$ cat src/rtl/pkt_cfg_pkg.sv
package pkt_cfg_pkg;

    typedef enum logic [1:0] {
        K_SPIKE = 2'd0,
        K_READ  = 2'd1,
        K_WRITE = 2'd2
    } pkt_kind_e;

    typedef enum logic [2:0] {
        S_IDLE      = 3'd0,
        S_ECHO      = 3'd1,
        S_ECHO_REL  = 3'd2,
        S_REPLY     = 3'd3,
        S_REPLY_REL = 3'd4
    } out_state_e;

endpackage

$ cat src/rtl/pkt_cfg_decode.sv
module pkt_cfg_decode
    import pkt_cfg_pkg::*;
#(
    parameter int PKT_W  = 30,
    parameter int ADDR_W = 6,
    localparam int DATA_W = PKT_W - 2 - ADDR_W
) (
    input  logic [PKT_W-1:0]  pkt,
    output pkt_kind_e         kind,
    output logic [ADDR_W-1:0] addr,
    output logic [DATA_W-1:0] wdata
);

    always_comb begin
        unique case (pkt[PKT_W-1 -: 2])
            2'b10:   kind = K_READ;
            2'b11:   kind = K_WRITE;
            default: kind = K_SPIKE;
        endcase
        addr  = pkt[ADDR_W-1:0];
        wdata = pkt[PKT_W-3:ADDR_W];
    end

endmodule

$ cat src/rtl/pkt_cfg_regfile.sv
module pkt_cfg_regfile #(
    parameter int NREGS  = 4,
    parameter int ADDR_W = 6,
    parameter int DATA_W = 22,
    parameter int SEL_W  = 5
) (
    input  logic              clk,
    input  logic              rst,
    input  logic              we,
    input  logic [ADDR_W-1:0] addr,
    input  logic [DATA_W-1:0] wdata,
    output logic [DATA_W-1:0] rdata,
    output logic              spike_en,
    output logic              tgt_en,
    output logic [SEL_W-1:0]  tgt_sel
);

    logic [DATA_W-1:0] bank [NREGS];

    for (genvar gi = 0; gi < NREGS; gi++) begin : g_reg
        always_ff @(posedge clk) begin
            if (rst) begin
                bank[gi] <= '0;
            end else if (we && addr == ADDR_W'(gi)) begin
                bank[gi] <= wdata;
            end
        end
    end

    always_comb begin
        rdata = '0;
        for (int i = 0; i < NREGS; i++) begin
            if (addr == ADDR_W'(i)) begin
                rdata = bank[i];
            end
        end
    end

    assign spike_en = bank[0][0];
    assign tgt_en   = bank[1][0];
    assign tgt_sel  = bank[2][SEL_W-1:0];

endmodule

$ cat src/rtl/pkt_cfg_monitor.sv
module pkt_cfg_monitor #(
    parameter int MON_X = 4,
    parameter int MON_Y = 8,
    localparam int XW = $clog2(MON_X),
    localparam int YW = $clog2(MON_Y)
) (
    input  logic             en,
    input  logic [XW+YW-1:0] sel,
    output logic [MON_X-1:0] mon_x,
    output logic [MON_Y-1:0] mon_y
);

    for (genvar gx = 0; gx < MON_X; gx++) begin : g_col
        assign mon_x[gx] = en && (sel[XW-1:0] == XW'(gx));
    end

    for (genvar gy = 0; gy < MON_Y; gy++) begin : g_row
        assign mon_y[gy] = en && (sel[XW+YW-1:XW] == YW'(gy));
    end

endmodule

$ cat src/rtl/pkt_cfg_ctrl.sv
module pkt_cfg_ctrl
    import pkt_cfg_pkg::*;
#(
    parameter int PKT_W  = 30,
    parameter int DATA_W = 22
) (
    input  logic              clk,
    input  logic              rst,
    input  logic              loopback_en,
    input  logic [PKT_W-1:0]  in_data,
    input  logic              in_req,
    input  pkt_kind_e         kind,
    input  logic [DATA_W-1:0] rdata,
    input  logic              spike_en,
    input  logic              out_ack,
    output logic              in_ack,
    output logic              we,
    output logic [PKT_W-1:0]  out_data,
    output logic              out_req
);

    out_state_e       state, state_nx;
    logic             in_ack_q;
    logic [PKT_W-1:0] echo_q;
    logic [PKT_W-1:0] reply_q;
    logic             need_reply_q;

    logic             accept;
    logic             need_reply;
    logic [PKT_W-1:0] reply_val;

    assign accept     = (state == S_IDLE) && in_req && !in_ack_q;
    assign need_reply = (kind == K_READ) || (kind == K_SPIKE && spike_en);
    assign reply_val  = (kind == K_READ) ? PKT_W'(rdata) : in_data;
    assign we         = accept && (kind == K_WRITE);
    assign in_ack     = in_ack_q;

    always_comb begin
        state_nx = state;
        unique case (state)
            S_IDLE: begin
                if (accept) begin
                    if (loopback_en)     state_nx = S_ECHO;
                    else if (need_reply) state_nx = S_REPLY;
                end
            end
            S_ECHO:      if (out_ack)  state_nx = S_ECHO_REL;
            S_ECHO_REL:  if (!out_ack) state_nx = need_reply_q ? S_REPLY : S_IDLE;
            S_REPLY:     if (out_ack)  state_nx = S_REPLY_REL;
            S_REPLY_REL: if (!out_ack) state_nx = S_IDLE;
            default:                   state_nx = S_IDLE;
        endcase
    end

    always_ff @(posedge clk) begin
        if (rst) begin
            state        <= S_IDLE;
            in_ack_q     <= 1'b0;
            echo_q       <= '0;
            reply_q      <= '0;
            need_reply_q <= 1'b0;
        end else begin
            state <= state_nx;
            if (accept) begin
                in_ack_q     <= 1'b1;
                echo_q       <= in_data;
                reply_q      <= reply_val;
                need_reply_q <= need_reply;
            end else if (!in_req) begin
                in_ack_q <= 1'b0;
            end
        end
    end

    always_comb begin
        out_req  = 1'b0;
        out_data = '0;
        unique case (state)
            S_ECHO: begin
                out_req  = 1'b1;
                out_data = echo_q;
            end
            S_REPLY: begin
                out_req  = 1'b1;
                out_data = reply_q;
            end
            default: begin
                out_req  = 1'b0;
                out_data = '0;
            end
        endcase
    end

endmodule

$ cat src/rtl/pkt_cfg_if.sv
module pkt_cfg_if
    import pkt_cfg_pkg::*;
#(
    parameter int PKT_W  = 30,
    parameter int ADDR_W = 6,
    parameter int NREGS  = 4,
    parameter int MON_X  = 4,
    parameter int MON_Y  = 8
) (
    input  logic             clk,
    input  logic             rst,
    input  logic             loopback_en,
    input  logic [PKT_W-1:0] in_data,
    input  logic             in_req,
    output logic             in_ack,
    output logic [PKT_W-1:0] out_data,
    output logic             out_req,
    input  logic             out_ack,
    output logic [MON_X-1:0] mon_x,
    output logic [MON_Y-1:0] mon_y
);

    localparam int DATA_W = PKT_W - 2 - ADDR_W;
    localparam int SEL_W  = $clog2(MON_X) + $clog2(MON_Y);

    pkt_kind_e         kind;
    logic [ADDR_W-1:0] addr;
    logic [DATA_W-1:0] wdata;
    logic [DATA_W-1:0] rdata;
    logic              we;
    logic              spike_en;
    logic              tgt_en;
    logic [SEL_W-1:0]  tgt_sel;

    pkt_cfg_decode #(.PKT_W(PKT_W), .ADDR_W(ADDR_W)) u_dec (
        .pkt   (in_data),
        .kind  (kind),
        .addr  (addr),
        .wdata (wdata)
    );

    pkt_cfg_regfile #(
        .NREGS(NREGS), .ADDR_W(ADDR_W), .DATA_W(DATA_W), .SEL_W(SEL_W)
    ) u_regs (
        .clk      (clk),
        .rst      (rst),
        .we       (we),
        .addr     (addr),
        .wdata    (wdata),
        .rdata    (rdata),
        .spike_en (spike_en),
        .tgt_en   (tgt_en),
        .tgt_sel  (tgt_sel)
    );

    pkt_cfg_ctrl #(.PKT_W(PKT_W), .DATA_W(DATA_W)) u_ctrl (
        .clk         (clk),
        .rst         (rst),
        .loopback_en (loopback_en),
        .in_data     (in_data),
        .in_req      (in_req),
        .kind        (kind),
        .rdata       (rdata),
        .spike_en    (spike_en),
        .out_ack     (out_ack),
        .in_ack      (in_ack),
        .we          (we),
        .out_data    (out_data),
        .out_req     (out_req)
    );

    pkt_cfg_monitor #(.MON_X(MON_X), .MON_Y(MON_Y)) u_mon (
        .en    (tgt_en),
        .sel   (tgt_sel),
        .mon_x (mon_x),
        .mon_y (mon_y)
    );

endmodule

$ cat config.mk
export PLATFORM = sky130hd
export DESIGN_NAME = pkt_cfg_if
export DESIGN_NICKNAME = d
export VERILOG_FILES = /design/src/rtl/pkt_cfg_pkg.sv /design/src/rtl/pkt_cfg_decode.sv /design/src/rtl/pkt_cfg_regfile.sv /design/src/rtl/pkt_cfg_monitor.sv /design/src/rtl/pkt_cfg_ctrl.sv /design/src/rtl/pkt_cfg_if.sv
export SDC_FILE = /design/constraint.sdc
export NUM_CORES = 1
export LEC_CHECK = 0
export BUFFER_PORTS_ARGS = -buffer_cell sky130_fd_sc_hd__clkbuf_2
export CAP_MARGIN = 20
export CORE_MARGIN = 3
export CORE_UTILIZATION = 58
export CTS_BUF_LIST = sky130_fd_sc_hd__clkbuf_8 sky130_fd_sc_hd__clkbuf_16
export CTS_CLUSTER_SIZE = 10
export DETAILED_ROUTE_END_ITERATION = 10
export HOLD_SLACK_MARGIN = 0.02
export PLACE_DENSITY_LB_ADDON = 0.3
export SLEW_MARGIN = 20
export SYNTH_ARGS = -nofsm -noshare
export SYNTH_HDL_FRONTEND = slang
export SYNTH_SLANG_ARGS = --single-unit
$ cat constraint.sdc
create_clock -name clk -period 4.8 [get_ports clk]
set_input_delay 0.24 -clock clk [delete_from_list [all_inputs] [get_ports clk]]
set_output_delay 0.24 -clock clk [all_outputs]
set_load 0.02 [all_outputs]
After elaboration in Yosys (flattened, before gate mapping)
Memories as Yosys holds them, arrays and structs flattened.
Index checks and enable logic that the tools add are counted.
{ "classes": {"eq_ne": 28, "muxes": 37, "reduce_logical": 29, "bitwise": 4} }
{ "ops": {"columns": ["cell", "n"], "rows": [
  ["$mux 22", 8],
  ["$pmux 30 s2", 1],
  ["$mux 30", 1],
  ["$mux 3", 7],
  ["$logic_and 1x1->1", 20],
  ["$mux 1", 17],
  ["$eq 3x3->1 const B", 5],
  ["$pmux 3 s5", 1],
  ["$eq 3x2->1 const B", 4],
  ["$eq 6x2->1 const B", 2],
  ["$eq 2x2->1 const B", 5],
  ["$ne 2x2->1 const B", 4],
  ["$eq 3x1->1 const B", 2],
  ["$eq 6x1->1 const B", 1],
  ["$logic_not 3->1", 2],
  ["$logic_not 6->1", 1],
  ["$reduce_and 6->1", 1],
  ["$eq 2x1->1 const B", 2],
  ["$logic_not 2->1", 2],
  ["$ne 2x1->1 const B", 2],
  ["$or 1x1->1", 4],
  ["$pmux 2 s2", 1],
  ["$ne 3x2->1 const B", 1],
  ["$mux 2", 1],
  ["other kinds (3)", 3]
]} }
{ "totals": {"word_cells": 104, "output_inout_bits": 44, "mem_bits_rw": 88, "n_memories": 1, "in_bits": 35, "register_bits": 65} }
{ "memory_table": {"columns": ["name", "words", "word_bits", "rd", "rd_clocked_by_memory_dff", "write_ports", "line", "source"], "rows": [
  ["u_regs.bank", 4, 22, 4, 0, 4, "pkt_cfg_regfile.sv:18", "logic [DATA_W-1:0] bank [NREGS];"]
]} }

Longest topological paths before layout
Gate-level depths: netlist of run 1.
{ "logic_depth": {"word_depth": 9, "depth_mapped": 6, "mapped_depth_nobuf": 4} }

Modules after synthesis
From an unflattened synthesis of run 1, not the netlist that was laid out.
{ "unflattened": {"hier_cells": 681, "area_unflattened_um2": 7758.7} }
{ "by_module_without_submodules": {"columns": ["mod", "cells_each", "n_inst", "seq_area_each_um2", "area_each_um2"], "rows": [
  ["pkt_cfg_regfile", 283, 1, 2642.5, 4215.3],
  ["pkt_cfg_ctrl", 355, 1, 1301.2, 3178.0],
  ["pkt_cfg_decode", 30, 1, 0.0, 226.5],
  ["pkt_cfg_monitor", 13, 1, 0.0, 138.9]
]} }

Worst setup path before layout of run 1
No wires, ideal clock.
{ "synth_timing": {"path_kind": "register -> register", "start": "reg u_ctrl.in_ack_q, in the netlist u_ctrl.in_ack", "end": "mem u_regs.bank[0][0], enable pin", "setup_time_ns": 0.435, "arrival_time_ns": 2.971, "synth_period_minus_slack_ns": 3.406, "t_required_ns": 4.365, "slack_ns": 1.394, "path_stages_with_launch": 7, "path_buffers": 2, "cell_sequence": "dfxtp_1 -> nor2b_1 -> and2_1 -> buf_2 -> buf_2 -> nand4_1 -> o31ai_1"} }
{ "synth_rtl": {"columns": ["item", "line", "source"], "rows": [
  ["from (decl)", "pkt_cfg_ctrl.sv:23", "logic in_ack_q;"],
  ["from (signal assigned)", "pkt_cfg_ctrl.sv:58", "in_ack_q <= 1'b0;"],
  ["from (signal assigned)", "pkt_cfg_ctrl.sv:65", "in_ack_q <= 1'b1;"],
  ["from (signal assigned)", "pkt_cfg_ctrl.sv:70", "in_ack_q <= 1'b0;"],
  ["to (decl)", "pkt_cfg_regfile.sv:18", null]
]} }

Worst setup path in the final report of run 1
{ "layout_timing": {"start": "reg u_ctrl.in_ack_q, in the netlist u_ctrl.in_ack", "end": "reg u_ctrl.reply_q[12]"} }
{ "layout_via": {"elab_chain_len": 2} }
{ "layout_rtl": {"columns": ["item", "line", "source"], "rows": [
  ["$logic_not 1->1", "pkt_cfg_ctrl.sv:32", "assign accept = (state == S_IDLE) && in_req && !in_ack_q;"],
  ["$logic_and 1x1->1", "pkt_cfg_ctrl.sv:32", null],
  ["to (signal assigned)", "pkt_cfg_ctrl.sv:67", "reply_q <= reply_val;"],
  ["to (decl)", "pkt_cfg_ctrl.sv:25", "logic [PKT_W-1:0] reply_q;"]
]} }
No other way between the ends.
A chain may end at the register's enable or synchronous reset.

==> flow_metrics.py, run 1 <==
metrics = {
    "run_status": {
        "outcome": "completed",
    },
    "timing": {
        "fin_crit_ns": 2.82,
        "clock-skew-final_ns": 0.00700,
        "worstMarginPinSlew_ns": 1.05,
        "number_of_pins_exceeding_their_max_slew_limit_in_the_final_report": 0,
        "timing_hold_violations_final": 0,
        "fmax_mhz": 354,
        "rsz0062_at_grt": "no",
        "timing.slew.headroom": 0.301,
        "finalCritPeriodShare": 0.588,
        "finalSetupTns_ns": 0,
        "setup_viol": 0,
    },
    "clock_tree": {
        "postCtsResizedCells": 0,
        "clk_root_buffer_cell": "sky130_fd_sc_hd__clkbuf_16",
        "cts_tree": "done",
        "cts_inserted_buffers": 17,
        "deepest_level_of_the_cts_h_tree": 4,
        "clk-insertion-delay-late_ns": 0.42,
        "cts.sink_count": 153,
        "worst_setup_hold_path_clk_slew_ns": 0.05,
        "clock_tree.buffer_depth": 2,
        "cts_setup_buffers": 0,
        "cts_hold_buf": 0,
    },
    "route": {
        "wirelength_mm": 17.5,
        "drt-pass1-iter-count": 5,
        "viasPerCell": 6.16,
        "post_drt_wl_per_cell_microns": 19.9,
        "detail_route.drc_violations": 0,
        "count_of_routing_violations_after_the_opening_detailed_route_iteration": 429,
        "antenna_violating_nets_post_route": 0,
        "routed-via-count": 5424,
    },
    "floorplan": {
        "core_region_area_sq_um": 11600,
        "io-pin-count": 79,
        "floorplan.initialDensity": 0.603,
        "floorplan.die_area_sq_um": 13400,
        "die-width_microns": 116,
        "dieHeight_microns": 116,
        "row_count": 39,
    },
    "placed_design": {
        "portBuffers": 78,
        "post-dp-hpwl_mm": 10.8,
        "dp.cells": 849,
        "placement.cell_area_sq_um": 7490,
        "finalWeightedCongestion": 0.807,
    },
    "grt": {
        "vias_in_the_first_global_route": 5449,
        "grt_pass1_wl_mm": 27.8,
        "antenna_found_initial": 0,
        "grt.total_usage": 0.275,
        "globalRouteOverflowTotal": 0,
        "grt_start_max_net_pins": 69,
    },
    "finish": {
        "area_growth_pct": 14.9,
        "antenna_cells": 0,
        "count_of_non_filler_cells_in_the_finished_layout": 881,
        "layout-drive-gt1-share": 0.198,
        "post_route_design_area_sq_um": 8020,
        "nNetsFinal": 760,
    },
    "pwr": {
        "switching_portion_of_total_power": 0.292,
        "clkPwrFrac": 0.345,
        "vdd_drop_max_mv": 0.235,
        "sequentialPowerShare": 0.470,
        "powerDensity_nw_per_um2": 432,
        "power.switching_uw": 1010,
        "intPower_uw": 2450,
        "static_leakage_uw": 0.00311,
        "p_comb_frac": 0.185,
    },
    "min_path": {
        "hold_path_startpoint": "in_req",
        "min_delay_endpoint": "u_ctrl.in_ack$_SDFFE_PP0P_",
        "timing.hold.worst.class": "in -> reg",
        "min_delay_path_depth": 2,
    },
    "setup_path": {
        "worst_reg2reg_path_length_in_cells": 6,
        "worst_setup_path_end_kind": "flip-flop",
        "critical-path-slowest-cell": "sky130_fd_sc_hd__nand3_1",
        "worst_path_cell_trace": "nor2b_1, buf_4, and2_1, buf_4, nand3_1, o32ai_1",
        "critical_path.startpoint_type": "flip-flop",
        "timing.critical_path.arrival_ns": 3.12,
        "cp_buf_inv_count": 2,
        "crit_type": "reg -> reg",
        "worst-endpoint-required_ns": 5.10,
        "critPathMaxStageDelay_ns": 0.81,
        "reg2reg_to": "u_ctrl.reply_q[12]$_SDFFE_PP0P_",
        "cp_max_fo": 40,
        "worst_path_dominant_cell_family": "simple AND/OR/NAND/NOR gates",
        "rr_startpoint": "u_ctrl.in_ack$_SDFFE_PP0P_",
        "most_frequent_cell_on_critical_path": "sky130_fd_sc_hd__buf_4",
        "reg2reg_slack_ns": 1.98,
    },
    "synthesis": {
        "ys_seq_elements": 153,
        "proportion_of_netlist_area_held_by_the_largest_area_contributor": 0.379,
        "yosys.cell_types.count": 38,
        "synth-edff-count": 88,
        "synth.largest_area_cell": "sky130_fd_sc_hd__edfxtp_1",
        "post-synth-top-count-cell": "sky130_fd_sc_hd__and2_1",
        "warnings_synthesis": 0,
        "mappedNetlistArea_sq_um": 6980,
        "ys.flop_type": "sky130_fd_sc_hd__edfxtp_1",
        "synthesis.nets": 702,
        "leading_post_synthesis_cells_by_instance_count": "sky130_fd_sc_hd__and2_1, sky130_fd_sc_hd__edfxtp_1, sky130_fd_sc_hd__nand2_1",
        "avgSynthCellArea_sq_um": 10.5,
        "ys_top_cells_by_area": "sky130_fd_sc_hd__edfxtp_1, sky130_fd_sc_hd__dfxtp_1, sky130_fd_sc_hd__and2_1",
        "ys_async_sr_fraction": 0,
        "sequential_cell_area_fraction_in_the_yosys_report": 0.565,
        "synthCells": 667,
    },
    "job": {
        "drv_cap": 0,
    },
}
## flip-flops by register name, summed over array words and instances, names as in the netlist
name / flops
u_regs.bank: 88
u_ctrl.echo_q: 30
u_ctrl.reply_q: 30
u_ctrl.state: 3
u_ctrl.in_ack: 1
u_ctrl.need_reply_q: 1
## metal layers
layer	wire length (microns)	share of wire	up-vias	GRT usage
li1	-	-	2510	-
met1	6850	0.39	2574	0.326
met2	8460	0.48	281	0.457
met3	1460	0.084	59	0.0684
met4	745	0.043	0	0.156
met5	0	0	-	0
## logic make-up (layout without fill, tap and decap cells)
group | count (synthesis) | after routing | synth area share
buf+inv | 55 | 126 | 0.0314
compound gates | 119 | 119 | 0.106
simple gates | 289 | 289 | 0.220
mux | 51 | 51 | 0.0769
flops | 153 | 153 | 0.565
## worst max-delay path by stage
stage	from	end	depth (start not counted)	slack (ns)
after global placement	in_data[1]	u_regs.bank[3][18]$_SDFFCE_PN0P_	3	1.94
after detailed placement	in_data[1]	u_regs.bank[3][19]$_SDFFCE_PN0P_	3	1.79
final	u_ctrl.in_ack$_SDFFE_PP0P_	u_ctrl.reply_q[12]$_SDFFE_PP0P_	6	1.98
after floorplan	u_ctrl.in_ack$_SDFFE_PP0P_	u_regs.bank[0][0]$_SDFFCE_PN0P_	6	1.39
after global routing	u_ctrl.in_ack$_SDFFE_PP0P_	u_ctrl.reply_q[3]$_SDFFE_PP0P_	6	1.76
after CTS	u_ctrl.state[1]$_SDFFE_PP0P_	u_ctrl.reply_q[12]$_SDFFE_PP0P_	5	1.85
## power groups by stage
stage / clock network, uW / logic (uW) / registers (uW)
after floorplan: 0 / 498 / 1570
after global placement: 0 / 609 / 1640
after global routing: 1260 / 700 / 1640
after CTS: 1200 / 642 / 1620
after detailed placement: 0 / 637 / 1650
final: 1200 / 639 / 1630
## area by class of cell
type | instances | area, sq um
tap | 143 | 179
clock buffer | 19 | 453
fill | 843 | 3550
sequential | 153 | 3950
multi-input combinational | 459 | 2860
timing repair buffer | 91 | 488
inverter | 3 | 11.3
clock inverter | 13 | 76.3
## per-stage QoR
stage,setup slack [ns],utilization,hold slack (ns),total power [uW]
after floorplan,1.39,-,0.373,2070
after global placement,1.94,0.646,0.438,2250
after detailed placement,1.79,0.647,0.447,2280
after CTS,1.85,0.693,0.0530,3460
after global routing,1.76,0.693,0.0666,3590
final,1.98,0.693,0.0608,3460
## cells in the final DEF (no fill, tap or decap), types with 2 or more instances in the layout
master                      count
sky130_fd_sc_hd__and3_1         2
sky130_fd_sc_hd__nor3_2         2
sky130_fd_sc_hd__a21oi_1       59
sky130_fd_sc_hd__and4_1        21
sky130_fd_sc_hd__o31ai_4        2
sky130_fd_sc_hd__a31oi_1        2
sky130_fd_sc_hd__nand2b_1      10
sky130_fd_sc_hd__clkinv_1       4
sky130_fd_sc_hd__nand3_1        9
sky130_fd_sc_hd__buf_4         13
sky130_fd_sc_hd__inv_1         10
sky130_fd_sc_hd__o22ai_1       21
sky130_fd_sc_hd__o21ai_0        4
sky130_fd_sc_hd__clkbuf_8       2
sky130_fd_sc_hd__o41ai_1        2
sky130_fd_sc_hd__nand4_1        2
sky130_fd_sc_hd__nor2b_1        3
sky130_fd_sc_hd__nand2_1       74
sky130_fd_sc_hd__dfxtp_1       64
sky130_fd_sc_hd__and2_1        90
sky130_fd_sc_hd__nor3_1         3
sky130_fd_sc_hd__clkbuf_2      78
sky130_fd_sc_hd__o32ai_1       21
sky130_fd_sc_hd__clkbuf_16     17
sky130_fd_sc_hd__nor2_1        64
sky130_fd_sc_hd__edfxtp_1      88
sky130_fd_sc_hd__mux2_2        21
sky130_fd_sc_hd__mux2i_1       30
sky130_fd_sc_hd__a311oi_1       2
No activity file was read; power rests on OpenSTA's default activity.
==> inputs of run 2 (changes only) <==
--- a/config.mk
+++ b/config.mk
@@ -8,7 +8,7 @@
 export BUFFER_PORTS_ARGS = -buffer_cell sky130_fd_sc_hd__clkbuf_2
 export CAP_MARGIN = 20
 export CORE_MARGIN = 3
-export CORE_UTILIZATION = 58
+export CORE_UTILIZATION = 53
 export CTS_BUF_LIST = sky130_fd_sc_hd__clkbuf_8 sky130_fd_sc_hd__clkbuf_16
 export CTS_CLUSTER_SIZE = 10
 export DETAILED_ROUTE_END_ITERATION = 10
==> constraint.sdc (replaced) <==
create_clock -name clk -period 2.5 [get_ports clk]
set_input_delay 0.125 -clock clk [delete_from_list [all_inputs] [get_ports clk]]
set_output_delay 0.125 -clock clk [all_outputs]
set_load 0.02 [all_outputs]
==> flow_metrics.py, run 2 (synthesis results as in run 1) <==
metrics = {
    "finish": {
        "largest_reg_flops": 88,
        "layout-drive-gt1-share": 0.214,
        "num-fill-cells": 1041,
        "count_of_non_filler_cells_in_the_finished_layout": 934,
        "area_growth_pct": 19.3,
        "layout.cells.most_common_list": "sky130_fd_sc_hd__and2_1, sky130_fd_sc_hd__edfxtp_1, sky130_fd_sc_hd__clkbuf_2",
        "mostFrequentLayoutCell": "sky130_fd_sc_hd__and2_1",
        "top_regs": "u_regs.bank: 88 flops, u_ctrl.echo_q: 30 flops, u_ctrl.reply_q: 30 flops",
        "nNetsFinal": 784,
        "regMostFlops": "u_regs.bank",
        "antenna_cells": 0,
        "multiInputGateArea_sq_um": 2850,
        "final-seq-area_sq_um": 3950,
    },
    "timing": {
        "setup_viol": 0,
        "fin_crit_ns": 2.32,
        "rsz0062_at_grt": "no",
        "timing_hold_violations_final": 0,
        "timing.slew.headroom": 0.587,
        "finalSetupTns_ns": 0,
        "fmax_mhz": 432,
        "worstMarginPinSlew_ns": 0.619,
        "clock-skew-final_ns": 0.00925,
        "number_of_pins_exceeding_their_max_slew_limit_in_the_final_report": 0,
        "finalCritPeriodShare": 0.926,
    },
    "floorplan": {
        "dieHeight_microns": 121,
        "io-pin-count": 79,
        "row_count": 41,
        "floorplan.die_area_sq_um": 14600,
        "die-width_microns": 121,
        "floorplan.initialDensity": 0.548,
        "core_region_area_sq_um": 12700,
    },
    "route": {
        "wirelength_mm": 18.3,
        "viasPerCell": 5.90,
        "drt-pass1-iter-count": 5,
        "routed-via-count": 5507,
        "antenna_violating_nets_post_route": 0,
        "detail_route.drc_violations": 0,
        "count_of_routing_violations_after_the_opening_detailed_route_iteration": 461,
        "post_drt_wl_per_cell_microns": 19.6,
    },
    "setup_path": {
        "path_depth": 6,
        "critPathMaxStageDelay_ns": 0.53,
        "crit_type": "in -> reg",
        "cp_buf_inv_count": 3,
        "crit_path_capture": "u_regs.bank[1][17]$_SDFFCE_PN0P_",
        "worst_reg2reg_path_length_in_cells": 5,
        "timing.critical_path.arrival_ns": 2.45,
        "cp_max_fo": 9,
        "worst_path_cell_trace": "dlygate4sd3_1, clkbuf_2, nor4_4, nand4_1, o21ai_2, buf_4",
        "startpoint": "in_data[2]",
        "reg2reg_to": "u_regs.bank[1][17]$_SDFFCE_PN0P_",
        "rr_startpoint": "u_ctrl.state[2]$_SDFFE_PP0P_",
        "critical-path-slowest-cell": "sky130_fd_sc_hd__dlygate4sd3_1",
        "worst_path_dominant_cell_family": "buffers and inverters",
        "worst-endpoint-required_ns": 2.63,
        "reg2reg_slack_ns": 0.37,
        "worst_setup_path_end_kind": "flip-flop",
        "critical_path.startpoint_type": "input pin",
    },
    "grt": {
        "vias_in_the_first_global_route": 5468,
        "grt.total_usage": 0.259,
        "globalRouteOverflowTotal": 0,
        "grt_start_max_net_pins": 48,
        "antenna_found_initial": 0,
        "grt_pass1_wl_mm": 29.0,
    },
    "clock_tree": {
        "cts_setup_buffers": 0,
        "cts_tree": "done",
        "clk-insertion-delay-late_ns": 0.43,
        "cts_inserted_buffers": 17,
        "deepest_level_of_the_cts_h_tree": 4,
        "worst_setup_hold_path_clk_slew_ns": 0.06,
        "clk_root_buffer_cell": "sky130_fd_sc_hd__clkbuf_16",
        "clock_tree.buffer_depth": 2,
        "cts.sink_count": 153,
    },
    "placed_design": {
        "finalWeightedCongestion": 0.836,
        "post-dp-hpwl_mm": 12.0,
        "dp.cells": 889,
        "portBuffers": 78,
    },
    "min_path": {
        "timing.hold.worst.class": "in -> reg",
    },
    "run_status": {
        "outcome": "completed",
    },
    "pwr": {
        "powerDensity_nw_per_um2": 833,
        "static_leakage_uw": 0.00325,
        "vdd_drop_max_mv": 0.558,
    },
    "job": {
        "drv_cap": 0,
    },
}
run 2: cell count changes in the layout (fill, tap and decap cells not counted), sizes merged:
cell,previous run,this run
clkinv,5,4
inv,10,8
buf,13,24
dlygate4sd3,0,13
clkbuf,97,100
run 2: area by class of cell:
cell class	instances	area share
Tap cell	172	0.0259
Clock inverter	10	0.00857
Clock buffer	22	0.0634
Multi-Input combinational cell	459	0.343
Inverter	3	0.00135
Timing Repair Buffer	115	0.0842
Sequential cell	153	0.474
run 2: power breakdown:
group / internal, uW / total [uW] / switching (uW)
clock: 1580 / 2540 / 965
combinational: 475 / 1390 / 911
sequential: 2880 / 3000 / 124
run 2: how the worst min path moves through the flow:
stage	endpoint	start	cells after the start	slack [ns]
after floorplan	u_ctrl.in_ack$_SDFFE_PP0P_	in_req	1	0.26
after global placement	u_ctrl.in_ack$_SDFFE_PP0P_	in_req	2	0.37
after detailed placement	u_ctrl.in_ack$_SDFFE_PP0P_	in_req	2	0.39
after CTS	u_ctrl.echo_q[12]$_SDFFE_PP0P_	in_data[12]	3	0.02
after global routing	u_ctrl.echo_q[23]$_SDFFE_PP0P_	in_data[23]	3	0.02
final	u_ctrl.echo_q[15]$_SDFFE_PP0P_	in_data[15]	3	0.02
run 2: repair_timing:
action | in CTS | in global routing
hold endpoints to repair | 13 | 0
hold buffers | 13 | 0
resized for setup | 0 | 0
run 2: metal layers:
metal	GRT usage	up-vias	routed length, microns
li1	-	2554	-
met1	0.327	2676	7310
met2	0.437	232	9270
met3	0.0458	45	1220
met4	0.115	0	543
met5	0	-	0
run 2: metrics by stage:
step,worst slack [ns],utilization,hold slack [ns],cell area [sq um],power (uW)
3_5_place_dp,0.372,0.597,0.388,7590,4400
2_1_floorplan,-0.248,-,0.258,7000,3970
3_3_place_gp,0.467,0.597,0.373,7590,4340
5_1_grt,0.113,0.654,0.0242,8320,7190
6_report,0.185,0.654,0.0185,8320,6930
4_1_cts,0.228,0.654,0.0208,8320,6930
run 2: worst min-delay path: stages:
cell and delay (ns):
sky130_fd_sc_hd__clkbuf_2 0.14, sky130_fd_sc_hd__nand2_1 0.08, sky130_fd_sc_hd__a21oi_1 0.05
==> inputs of run 3 (changes only) <==
--- a/config.mk
+++ b/config.mk
@@ -14,6 +14,7 @@
 export DETAILED_ROUTE_END_ITERATION = 10
 export HOLD_SLACK_MARGIN = 0.02
 export PLACE_DENSITY_LB_ADDON = 0.3
+export SETUP_SLACK_MARGIN = 0.3
 export SLEW_MARGIN = 20
 export SYNTH_ARGS = -nofsm -noshare
 export SYNTH_HDL_FRONTEND = slang
==> flow_metrics.py, run 3 (synthesis results as in run 1) <==
metrics = {
    "finish": {
        "layout-drive-gt1-share": 0.217,
        "antenna_cells": 0,
        "num-fill-cells": 994,
        "largest_reg_flops": 88,
        "nNetsFinal": 796,
        "multiInputGateArea_sq_um": 2860,
        "area_growth_pct": 21.1,
        "post_route_design_area_sq_um": 8450,
        "mostFrequentLayoutCell": "sky130_fd_sc_hd__and2_1",
        "top_regs": "u_regs.bank: 88 flops, u_ctrl.echo_q: 30 flops, u_ctrl.reply_q: 30 flops",
        "regMostFlops": "u_regs.bank",
        "layout.cells.most_common_list": "sky130_fd_sc_hd__and2_1, sky130_fd_sc_hd__edfxtp_1, sky130_fd_sc_hd__clkbuf_2",
        "final-seq-area_sq_um": 3950,
    },
    "pwr": {
        "intPower_uw": 5030,
        "static_leakage_uw": 0.00329,
        "sequentialPowerShare": 0.430,
        "clkPwrFrac": 0.367,
        "p_comb_frac": 0.204,
        "vdd_drop_max_mv": 0.502,
        "power.switching_uw": 1970,
        "switching_portion_of_total_power": 0.282,
        "powerDensity_nw_per_um2": 828,
    },
    "timing": {
        "fin_crit_ns": 2.16,
        "worstMarginPinSlew_ns": 0.634,
        "rsz0062_at_grt": "yes",
        "timing_hold_violations_final": 0,
        "clock-skew-final_ns": 0.00646,
        "finalCritPeriodShare": 0.862,
        "fmax_mhz": 464,
        "number_of_pins_exceeding_their_max_slew_limit_in_the_final_report": 0,
        "setup_viol": 0,
        "timing.slew.headroom": 0.577,
        "finalSetupTns_ns": 0,
    },
    "route": {
        "drt-pass1-iter-count": 5,
        "met3_length_mm": 1.20,
        "count_of_routing_violations_after_the_opening_detailed_route_iteration": 459,
        "routed-via-count": 5508,
        "detail_route.drc_violations": 0,
        "total_length_of_routed_met2_wires_mm": 9.29,
        "wirelength_mm": 18.2,
        "top_layer": "met4",
        "viasPerCell": 5.83,
        "wirelength_met1_mm": 7.28,
        "antenna_violating_nets_post_route": 0,
        "post_drt_wl_per_cell_microns": 19.3,
    },
    "clock_tree": {
        "cts.sink_count": 153,
        "worst_setup_hold_path_clk_slew_ns": 0.06,
        "deepest_level_of_the_cts_h_tree": 4,
        "cts_tree": "done",
        "cts_inserted_buffers": 17,
        "clock_tree.buffer_depth": 2,
        "clk-insertion-delay-late_ns": 0.42,
        "clk_root_buffer_cell": "sky130_fd_sc_hd__clkbuf_16",
    },
    "min_path": {
        "hold_path_startpoint": "in_data[13]",
        "timing.hold.worst.class": "in -> reg",
    },
    "grt": {
        "antenna_found_initial": 0,
        "grt.total_usage": 0.258,
        "vias_in_the_first_global_route": 5443,
        "globalRouteOverflowTotal": 0,
        "grt_start_max_net_pins": 47,
        "grt_pass1_wl_mm": 28.8,
    },
    "floorplan": {
        "core_region_area_sq_um": 12700,
        "dieHeight_microns": 121,
        "row_count": 41,
        "die-width_microns": 121,
        "io-pin-count": 79,
        "floorplan.die_area_sq_um": 14600,
        "floorplan.initialDensity": 0.548,
    },
    "setup_path": {
        "cp_max_fo": 22,
        "critPathMaxStageDelay_ns": 0.54,
        "critical_path.startpoint_type": "input pin",
        "startpoint": "in_data[2]",
        "critical-path-slowest-cell": "sky130_fd_sc_hd__dlygate4sd3_1",
        "worst_path_cell_trace": "dlygate4sd3_1, clkbuf_2, nor4_4, nand3_2, o31ai_4, buf_4",
        "worst_setup_path_end_kind": "flip-flop",
        "rr_startpoint": "u_ctrl.state[0]$_SDFFE_PP0P_",
        "timing.critical_path.arrival_ns": 2.25,
        "worst-endpoint-required_ns": 2.59,
        "crit_type": "in -> reg",
        "worst_path_dominant_cell_family": "buffers and inverters",
        "cp_buf_inv_count": 3,
    },
    "run_status": {
        "outcome": "completed",
    },
    "placed_design": {
        "portBuffers": 78,
        "post-dp-hpwl_mm": 11.6,
        "finalWeightedCongestion": 0.809,
        "placement.cell_area_sq_um": 7640,
    },
    "job": {
        "drv_cap": 0,
    },
}
[run 3: cell types whose count changed in the layout (fill, tap and decap cells not counted), moves of 2 or more]
cell and change:
sky130_fd_sc_hd__clkinv_1 +3, sky130_fd_sc_hd__bufinv_16 +3, sky130_fd_sc_hd__dfxtp_1 -2, sky130_fd_sc_hd__dlygate4sd3_1 +8, sky130_fd_sc_hd__inv_1 -2, sky130_fd_sc_hd__clkbuf_16 -3, sky130_fd_sc_hd__clkbuf_8 -2, sky130_fd_sc_hd__dfxtp_2 +2
sky130_fd_sc_hd__buf_4 +2
[run 3: worst min-delay path, cell delays in order]
cell	delay [ns]
sky130_fd_sc_hd__clkbuf_2	0.14
sky130_fd_sc_hd__nand2_1	0.08
sky130_fd_sc_hd__a21oi_1	0.06
[run 3: worst paths after layout]
check | depth (start not counted) | endpoint | slack [ns]
worst max-delay path | 6 | u_regs.bank[3][13]$_SDFFCE_PN0P_ | 0.34
worst min-delay path | 3 | u_ctrl.echo_q[13]$_SDFFE_PP0P_ | 0.03
worst max register to register | 6 | u_ctrl.reply_q[1]$_SDFFE_PP0P_ | 0.52
worst min register to register | 2 | u_ctrl.echo_q[22]$_SDFFE_PP0P_ | 0.45
[run 3: metrics by stage]
step | power (uW) | worst slack (ns) | instances | utilization | hold WS (ns)
6_report | 7000 | 0.345 | 945 | 0.664 | 0.0316
2_1_floorplan | 4000 | 0.196 | 667 | - | 0.251
3_5_place_dp | 4430 | 0.422 | 892 | 0.601 | 0.371
5_1_grt | 7280 | 0.263 | 945 | 0.664 | 0.0349
3_3_place_gp | 4390 | 0.500 | 892 | 0.601 | 0.363
4_1_cts | 7010 | 0.309 | 944 | 0.663 | 0.0266
[run 3: layout make-up]
class,instances,share of cell area
Sequential cell,153,0.467
Clock buffer,17,0.0503
Inverter,3,0.00133
Tap cell,172,0.0255
Multi-Input combinational cell,459,0.339
Clock inverter,14,0.0194
Timing Repair Buffer,127,0.0979
[run 3: what timing repair did]
item                       CTS  global route
gates resized for setup      0             1
hold buffers                21             0
setup endpoints to repair    0            80
setup buffers                0             1
hold endpoints to repair    25             0
[run 3: power groups by stage]
stage | clock network (uW) | logic, uW | registers [uW]
after floorplan | 0 | 981 | 3020
after global placement | 0 | 1350 | 3040
after detailed placement | 0 | 1380 | 3050
after CTS | 2590 | 1420 | 3000
after global routing | 2710 | 1540 | 3030
final | 2570 | 1420 | 3010
[run 3: routing by layer]
layer | global-route usage | up-vias
met4 | 0.102 | 0
li1 | - | 2581
met2 | 0.440 | 238
met3 | 0.0566 | 33
met1 | 0.321 | 2656
met5 | 0 | -
